--- config.mk ---
export PLATFORM = sky130hd
export DESIGN_NAME = rx_len_stats
export DESIGN_NICKNAME = d
export VERILOG_FILES = /design/src/rtl/rx_len_stats_pkg.sv /design/src/rtl/rxlen_limit_check.sv /design/src/rtl/rxlen_bin_pick.sv /design/src/rtl/rxstat_sat_acc.sv /design/src/rtl/rx_len_stats.sv
export SDC_FILE = /design/constraint.sdc
export NUM_CORES = 1
export LEC_CHECK = 0
export BUFFER_PORTS_ARGS = -buffer_cell sky130_fd_sc_hd__clkbuf_2
export CAP_MARGIN = 20
export CORE_MARGIN = 2
export CORE_UTILIZATION = 29
export DETAILED_ROUTE_END_ITERATION = 12
export GPL_TIMING_DRIVEN = 1
export PLACE_DENSITY = 0.48
export SETUP_SLACK_MARGIN = 0.05
export SYNTH_ARGS = -nofsm -noshare
export SYNTH_HDL_FRONTEND = slang
export SYNTH_SLANG_ARGS = --single-unit
--- constraint.sdc ---
create_clock -name clk -period 4.1 [get_ports clk]
set_input_delay 0.615 -clock clk [delete_from_list [all_inputs] [get_ports clk]]
set_output_delay 0.615 -clock clk [all_outputs]
set_load 0.05 [all_outputs]
--- src/rtl/rx_len_stats_pkg.sv ---
package rx_len_stats_pkg;

    localparam int unsigned STD_MAX_LEN   = 1522;
    localparam int unsigned JUMBO_MAX_LEN = 16384;
    localparam int unsigned FCS_BYTES     = 4;
    localparam int unsigned NUM_BINS      = 6;
    localparam int unsigned BIN_IDX_W     = $clog2(NUM_BINS);

    typedef struct packed {
        logic                 hit;
        logic [BIN_IDX_W-1:0] idx;
    } bin_sel_t;

    typedef struct packed {
        logic oversize;
        logic accept;
    } verdict_t;

    function automatic bin_sel_t pick_bin(input int unsigned len);
        bin_sel_t s;
        s.hit = 1'b1;
        if (len > 1023)      s.idx = BIN_IDX_W'(5);
        else if (len > 511)  s.idx = BIN_IDX_W'(4);
        else if (len > 255)  s.idx = BIN_IDX_W'(3);
        else if (len > 127)  s.idx = BIN_IDX_W'(2);
        else if (len > 64)   s.idx = BIN_IDX_W'(1);
        else if (len == 64)  s.idx = BIN_IDX_W'(0);
        else begin
            s.hit = 1'b0;
            s.idx = '0;
        end
        return s;
    endfunction

    function automatic logic too_long(input int unsigned len, input logic jumbo,
                                      input logic keep);
        logic over;
        over = (len > JUMBO_MAX_LEN) || ((len > STD_MAX_LEN) && !jumbo);
        return over && !keep;
    endfunction

endpackage

--- src/rtl/rxlen_limit_check.sv ---
module rxlen_limit_check
    import rx_len_stats_pkg::*;
#(
    parameter int LEN_W = 16
) (
    input  logic             strobe,
    input  logic [LEN_W-1:0] len_nofcs,
    input  logic             jumbo_en,
    input  logic             keep_bad,
    output verdict_t         verdict
);

    logic over;

    always_comb begin
        over             = too_long(32'(len_nofcs), jumbo_en, keep_bad);
        verdict.oversize = strobe && over;
        verdict.accept   = strobe && !over;
    end

endmodule

--- src/rtl/rxlen_bin_pick.sv ---
module rxlen_bin_pick
    import rx_len_stats_pkg::*;
#(
    parameter int LEN_W = 16
) (
    input  logic             accept,
    input  logic [LEN_W-1:0] len_fcs,
    output logic [NUM_BINS-1:0] bin_en
);

    bin_sel_t sel;

    assign sel = pick_bin(32'(len_fcs));

    for (genvar i = 0; i < NUM_BINS; i++) begin : g_dec
        assign bin_en[i] = accept && sel.hit && (sel.idx == BIN_IDX_W'(i));
    end

endmodule

--- src/rtl/rxstat_sat_acc.sv ---
module rxstat_sat_acc #(
    parameter int W     = 32,
    parameter int INC_W = 1
) (
    input  logic             clk,
    input  logic             rst,
    input  logic             en,
    input  logic [INC_W-1:0] inc,
    output logic [W-1:0]     value
);

    localparam int SW = ((W > INC_W) ? W : INC_W) + 1;

    logic [SW-1:0] sum;
    logic [W-1:0]  nxt;

    assign sum = SW'(value) + SW'(inc);

    always_comb begin
        nxt = value;
        if (en) begin
            if (|sum[SW-1:W]) nxt = '1;
            else              nxt = sum[W-1:0];
        end
    end

    always_ff @(posedge clk) begin
        if (rst) value <= '0;
        else     value <= nxt;
    end

endmodule

--- src/rtl/rx_len_stats.sv ---
module rx_len_stats
    import rx_len_stats_pkg::*;
#(
    parameter int LEN_W = 16,
    parameter int CNT_W = 32,
    parameter int OCT_W = 64
) (
    input  logic                             clk,
    input  logic                             rst,
    input  logic                             frame_done,
    input  logic [LEN_W-1:0]                 len_nofcs,
    input  logic [LEN_W-1:0]                 len_fcs,
    input  logic                             jumbo_en,
    input  logic                             keep_bad,
    output logic                             drop,
    output logic [CNT_W-1:0]                 oversize_cnt,
    output logic [NUM_BINS-1:0][CNT_W-1:0]   size_bins,
    output logic [CNT_W-1:0]                 rx_frames,
    output logic [CNT_W-1:0]                 good_frames,
    output logic [OCT_W-1:0]                 rx_bytes,
    output logic [OCT_W-1:0]                 good_bytes
);

    localparam int ADD_W = LEN_W + 1;

    verdict_t            verdict;
    logic [NUM_BINS-1:0] bin_en;
    logic [ADD_W-1:0]    byte_add;

    rxlen_limit_check #(.LEN_W(LEN_W)) u_limit (
        .strobe    (frame_done),
        .len_nofcs (len_nofcs),
        .jumbo_en  (jumbo_en),
        .keep_bad  (keep_bad),
        .verdict   (verdict)
    );

    rxlen_bin_pick #(.LEN_W(LEN_W)) u_bins (
        .accept  (verdict.accept),
        .len_fcs (len_fcs),
        .bin_en  (bin_en)
    );

    assign byte_add = ADD_W'(len_nofcs) + ADD_W'(FCS_BYTES);

    always_ff @(posedge clk) begin
        if (rst) drop <= 1'b0;
        else     drop <= verdict.oversize;
    end

    rxstat_sat_acc #(.W(CNT_W), .INC_W(1)) u_ovs (
        .clk (clk), .rst (rst), .en (verdict.oversize), .inc (1'b1),
        .value (oversize_cnt)
    );

    for (genvar b = 0; b < NUM_BINS; b++) begin : g_bin
        rxstat_sat_acc #(.W(CNT_W), .INC_W(1)) u_cnt (
            .clk (clk), .rst (rst), .en (bin_en[b]), .inc (1'b1),
            .value (size_bins[b])
        );
    end

    rxstat_sat_acc #(.W(CNT_W), .INC_W(1)) u_tot_frames (
        .clk (clk), .rst (rst), .en (verdict.accept), .inc (1'b1),
        .value (rx_frames)
    );

    rxstat_sat_acc #(.W(CNT_W), .INC_W(1)) u_good_frames (
        .clk (clk), .rst (rst), .en (verdict.accept), .inc (1'b1),
        .value (good_frames)
    );

    rxstat_sat_acc #(.W(OCT_W), .INC_W(ADD_W)) u_tot_bytes (
        .clk (clk), .rst (rst), .en (verdict.accept), .inc (byte_add),
        .value (rx_bytes)
    );

    rxstat_sat_acc #(.W(OCT_W), .INC_W(ADD_W)) u_good_bytes (
        .clk (clk), .rst (rst), .en (verdict.accept), .inc (byte_add),
        .value (good_bytes)
    );

endmodule

# == After elaboration in Yosys (flattened, before gate mapping) ==
# Cells that the tools add are included.
# totals
register_bits,417
word_cells,75
out_inout_bits,417
inputBits,37
# classes
addsub,12
mux,22
order_cmp,7
n_eq_ne,6
reduce_logical,16
# op_table
op,count
32-bit by 1-bit adder with 33-bit output (second input constant),9
32-bit two-way mux,9
64-bit by 17-bit adder with 65-bit output,2
64-bit two-way mux,2
16-bit by 7-bit > comparator with 1-bit output (second input constant),2
16-bit by 3-bit adder with 17-bit output (second input constant),1
16-bit by 7-bit equality test with 1-bit output (second input constant),1
16-bit by 10-bit > comparator with 1-bit output (second input constant),1
16-bit by 11-bit > comparator with 1-bit output (second input constant),1
16-bit by 15-bit > comparator with 1-bit output (second input constant),1
16-bit by 8-bit > comparator with 1-bit output (second input constant),1
16-bit by 9-bit > comparator with 1-bit output (second input constant),1
3-bit two-way mux,4
1-bit logical AND,11
1-bit two-way mux,7
3-bit by 2-bit equality test with 1-bit output (second input constant),2
3-bit equality test (second input constant),2
3-bit by 1-bit equality test with 1-bit output (second input constant),1
1-bit zero test,3
3-bit zero test,1
1-bit logical OR,1

# == Logic depth before layout (Yosys ltp) ==
# logic_depth
ltp_word,9
ltp_mapped,15

# == Hierarchy ==
# A second synthesis with hierarchy kept.
# unflattened
cells_unflattened,2673
hier_area_um2,22101.2
# by_module_without_submodules
module,area_per_inst_um2,instances,cells_per_inst
rxstat_sat_acc at g_bin[0].u_cnt ...,1486.4,9,175
rxstat_sat_acc at u_good_bytes ...,4067.7,2,510
rx_len_stats,311.5,1,40
rxlen_bin_pick,141.4,1,20
rxlen_limit_check,135.1,1,18

# == Worst setup path before layout ==
# No wires, ideal clock.
# synth_path
kind,input -> register
from,in len_nofcs[5]
to,reg u_tot_bytes.value[53]
cell_stages,12
setup_time_ns,0.116
t_arrival_ns,3.680
setup_slack_ns,0.304
path_buffers,0
required_time_ns,3.984
path_cell_list,and4_1 nand2_1 nor3_1 xor2_1 ha_1 and3_1 and3_1 a41oi_1 a211o_1 a2111oi_4 or4b_2 o211a_1
# synth_via
elab_chain_len,6
# synth_lines
item,line_no,source
start: declaration,rx_len_stats.sv:11,"input logic [LEN_W-1:0] len_nofcs,"
"parallel branches: the longest is 6 deep, another holds 64-bit by 17-bit adder with 65-bit output",--,
end signal: assignment,rxstat_sat_acc.sv:29,else value <= nxt;
end: declaration,rxstat_sat_acc.sv:9,output logic [W-1:0] value
# Several ways; the timed one is not identified.
# A chain may end at the register's enable or synchronous reset.

# == Worst setup path in the final report ==
# layout_path
from,in len_nofcs[6]
to,reg u_good_bytes.value[17]
# layout_via
elab_chain_len,6
# layout_lines
item,line_no
"parallel branches: the longest is 6 deep, another holds 64-bit by 17-bit adder with 65-bit output",--
end signal: assignment,rxstat_sat_acc.sv:29
end: declaration,rxstat_sat_acc.sv:9
# Several ways; the timed one is not identified.

==> impl_metrics.py <==
metrics = {
    "clock_network": {
        "clk_latency_ns": 0.61,
        "cts_tree": "yes",
        "cts.path.max_buffers": 3,
        "post_cts_buffers": 0,
        "htree_levels": 2,
        "numClockSinks": 417,
        "cts_root_buf": "clkbuf_16",
        "ctsHoldBuffers": 0,
        "cts-buffers-inserted": 53,
        "cts_resized": 0,
        "cts.clk_slew.worst_paths_ns": 0.06,
    },
    "timing": {
        "slew_viol_final": 0,
        "whs_ns": 0.378,
        "clock_skew_ns": 0.0309,
        "relSlewSlack_pct": 42.3,
        "period_needed_ns": 3.51,
        "rsz0062_at_grt": "false",
        "clock.fmax_mhz": 285,
        "setup_tns_ns": 0,
        "worstMarginPinSlew_ns": 0.858,
        "final-hold-violation-count": 0,
        "period_share_pct": 85.6,
        "setup_violations": 0,
    },
    "routing": {
        "drt_iter0_markers": 1499,
        "drc": 0,
        "drtPass1Iterations": 5,
        "via_per_inst": 5.31,
        "wl_per_cell_um": 19.5,
        "ant_nets": 0,
        "wl_um": 84700,
        "route.vias.total": 23100,
    },
    "grt": {
        "antenna_found_initial": 1,
        "grt_pass1_vias": 21400,
        "grt_overflow": 0,
        "grt_max_degree": 109,
        "use_met1_pct": 27.7,
        "met2_usage_pct": 31.9,
        "grt_first_pass_wirelength_um": 129000,
        "busiest_layer": "met2",
        "use_met3_pct": 5.05,
        "grtUsageTotal_pct": 20.3,
    },
    "layout": {
        "utilization_pct": 36.5,
        "area_growth_pct": 25.2,
        "drive_gt1_share_pct": 21.0,
        "nets": 3351,
    },
    "critical_path": {
        "cp-end-kind": "register",
        "reg2reg_depth": 8,
        "crit_path_cell_trace": "clkbuf_2 -> and4_1 -> nand2_1 -> nor3_1 -> buf_4 -> nand3_1 -> xnor2_1 -> ha_1 -> nand2_1 -> nor2_1 -> o21ai_0 -> a211oi_1 -> nor2_1 -> or4_1 -> buf_4 -> a31oi_1",
        "start_kind": "primary input",
        "critPathBufInv": 3,
        "crit_type": "in -> reg",
        "r2r_end": "u_tot_bytes.value[21]",
        "cpLargestDelayFamily": "simple AND/OR/NAND/NOR gates",
        "cp-startpoint": "len_nofcs[6]",
        "rrSetupSlack_ns": 0.92,
        "arrival_ns": 4.04,
        "cp.required_ns": 4.63,
        "worstReg2RegStart": "u_tot_bytes.value[27]",
        "slowest_delay_ns": 0.67,
        "critPathSlowestCell": "or4_1",
        "cp_max_fo": 20,
    },
    "synth": {
        "async_flop_share_pct": 0,
        "syn_area_um2": 22500,
        "synth-edff-count": 0,
        "syn_inst": 2793,
        "synth_top_area_share_pct": 37.1,
        "ys_ff_latch": 417,
        "yosys_warnings": 0,
        "syn-num-nets": 2878,
        "yosys_most_used_dff": "dfxtp_1",
        "synth_largest_area_cell": "dfxtp_1",
        "synth_cell_types": 90,
        "ys_seq_area_share_pct": 37.1,
        "synth_area_leaders": "dfxtp_1 (37%), a21oi_1 (5.7%), nor3_1 (4.7%)",
        "avgSynthCellArea_um2": 8.05,
    },
    "worst_hold_path": {
        "worstHoldStart": "rst",
        "hp-class": "in -> reg",
        "whs_path_depth": 2,
        "whs_endpoint": "g_bin[3].u_cnt.value[23]",
    },
    "pwr": {
        "peakVddDrop_mv": 0.243,
        "cellLeakagePower_nw": 10.4,
        "p_per_area_nw_per_um2": 349,
        "power_w": 0.00982,
    },
    "die": {
        "core_um2": 77100,
        "pin_count": 454,
        "rows": 102,
        "dieArea_um2": 79700,
        "die_w_um": 282,
        "initial_core_util_pct": 29.2,
        "die_h_um": 282,
    },
    "placed_design": {
        "io_buffers": 453,
        "dpl.hpwl_um": 62200,
        "place_congestion": 0.881,
    },
    "job": {
        "cap_viol_max_count": 0,
    },
    "status": {
        "status": "finished, final reports clean",
    },
}
cell type report:
type,count,area [um^2]
fillers,8243,48900
multi-input cells,2170,13300
flip-flops and latches,417,8350
repair buffers,563,3150
clock buffers,79,1560
well taps,1040,1300
inverters,61,229
clock inverters,17,225
diodes,1,2.50
cell families (layout without fill, tap and decap cells):
logic type | Yosys count | in the layout | synth area share (%)
AOI/OAI and AO/OA | 678 | 678 | 19.4
xor gates and xnor gates | 162 | 162 | 6.31
adders and majority gates | 48 | 48 | 2.74
buffers and inverters | 206 | 720 | 3.74
DFF | 417 | 417 | 37.1
muxes | 8 | 8 | 0.356
other | 0 | 1 | 0
and+or+nand+nor | 1274 | 1274 | 30.3
synthesized netlist by cell type, types with 6 or more instances:
master,count
a2111oi_0,8
a211o_1,11
a211oi_1,61
a21o_1,16
a21oi_1,254
a311oi_1,33
a31oi_1,57
a41o_1,9
a41oi_1,7
and2_1,30
and3_1,85
and4_1,72
buf_2,26
clkbuf_1,109
dfxtp_1,417
ha_1,46
inv_1,61
mux2i_1,8
nand2_1,201
nand3_1,162
nand4_1,95
nor2_1,232
nor3_1,209
nor3b_1,8
nor4_1,67
nor4b_1,17
o2111ai_1,8
o211a_1,18
o211ai_1,7
o21a_1,12
o21ai_0,118
o22ai_1,6
o31ai_1,12
or2_2,14
or3_1,29
or4_1,15
xnor2_1,105
xor2_1,57
registers in the layout, indices dropped and copies added (netlist names):
name and flops:
g_bin.u_cnt.value 192, u_tot_bytes.value 64, u_tot_frames.value 32, u_good_frames.value 32, drop 1, u_good_bytes.value 64
u_ovs.value 32
worst max path at each step:
stage,endpoint,cells after the start
floorplan,u_tot_bytes.value[53],12
global route,u_good_bytes.value[51],14
finish,u_good_bytes.value[17],16
CTS,u_good_bytes.value[62],16
detailed placement,u_good_bytes.value[62],16
global placement,u_good_bytes.value[58],17
stage by stage:
step / setup WS (ns) / cells / cell area (um^2)
3_3_place_gp: 0.111 / 4251 / 26300
4_1_cts: 0.684 / 4347 / 28100
2_1_floorplan: 0.304 / 2793 / 22500
3_5_place_dp: 0.0483 / 4251 / 26300
5_1_grt: 0.367 / 4347 / 28100
6_report: 0.592 / 4348 / 28100
power by group:
| group | total [W] | leakage, nW | internal (W) | switching [W] |
|---|---|---|---|---|
| Clock | 0.00485 | 0.867 | 0.00288 | 0.00196 |
| Sequential | 0.00413 | 3.36 | 0.00409 | 0.0000450 |
| Combinational | 0.000842 | 6.17 | 0.000267 | 0.000575 |
worst register-to-register path: stages (launching register included):
cell and delay, ns:
dfxtp_1 0.48, nand3_1 0.29, nor4_1 0.65, and2_1 0.22
buf_4 0.17, nand4_1 0.18, a2111oi_4 0.61, nor3_1 0.11
a2111oi_1 0.36
metal layers:
layer	vias to the layer above	routed length [um]	part of all wire, %
met5	-	13	0.015
met3	127	5860	6.9
met1	10900	38900	46
met4	2	2300	2.7
li1	11500	-	-
met2	614	37700	44
cell usage in the layout, fill, tap and decap left out, types with 8 or more instances in the layout:
cell / count
clkbuf_2: 452
dfxtp_1: 417
a21oi_1: 254
nor2_1: 232
nor3_1: 207
nand2_1: 201
nand3_1: 161
o21ai_0: 118
buf_4: 106
xnor2_1: 105
nand4_1: 95
and3_1: 85
and4_1: 72
nor4_1: 67
inv_1: 60
a211oi_1: 60
xor2_1: 57
a31oi_1: 57
clkbuf_16: 53
ha_1: 46
a311oi_1: 33
and2_1: 30
or3_1: 29
o211a_1: 18
nor4b_1: 17
a21o_1: 16
or4_1: 15
or2_2: 14
clkbuf_8: 14
o21a_1: 12
o31ai_1: 12
clkbuf_1: 12
a211o_1: 11
a41o_1: 9
mux2i_1: 8
o2111ai_1: 8
nor3b_1: 8
a2111oi_0: 8
No activity file was read; power rests on OpenSTA's default activity.
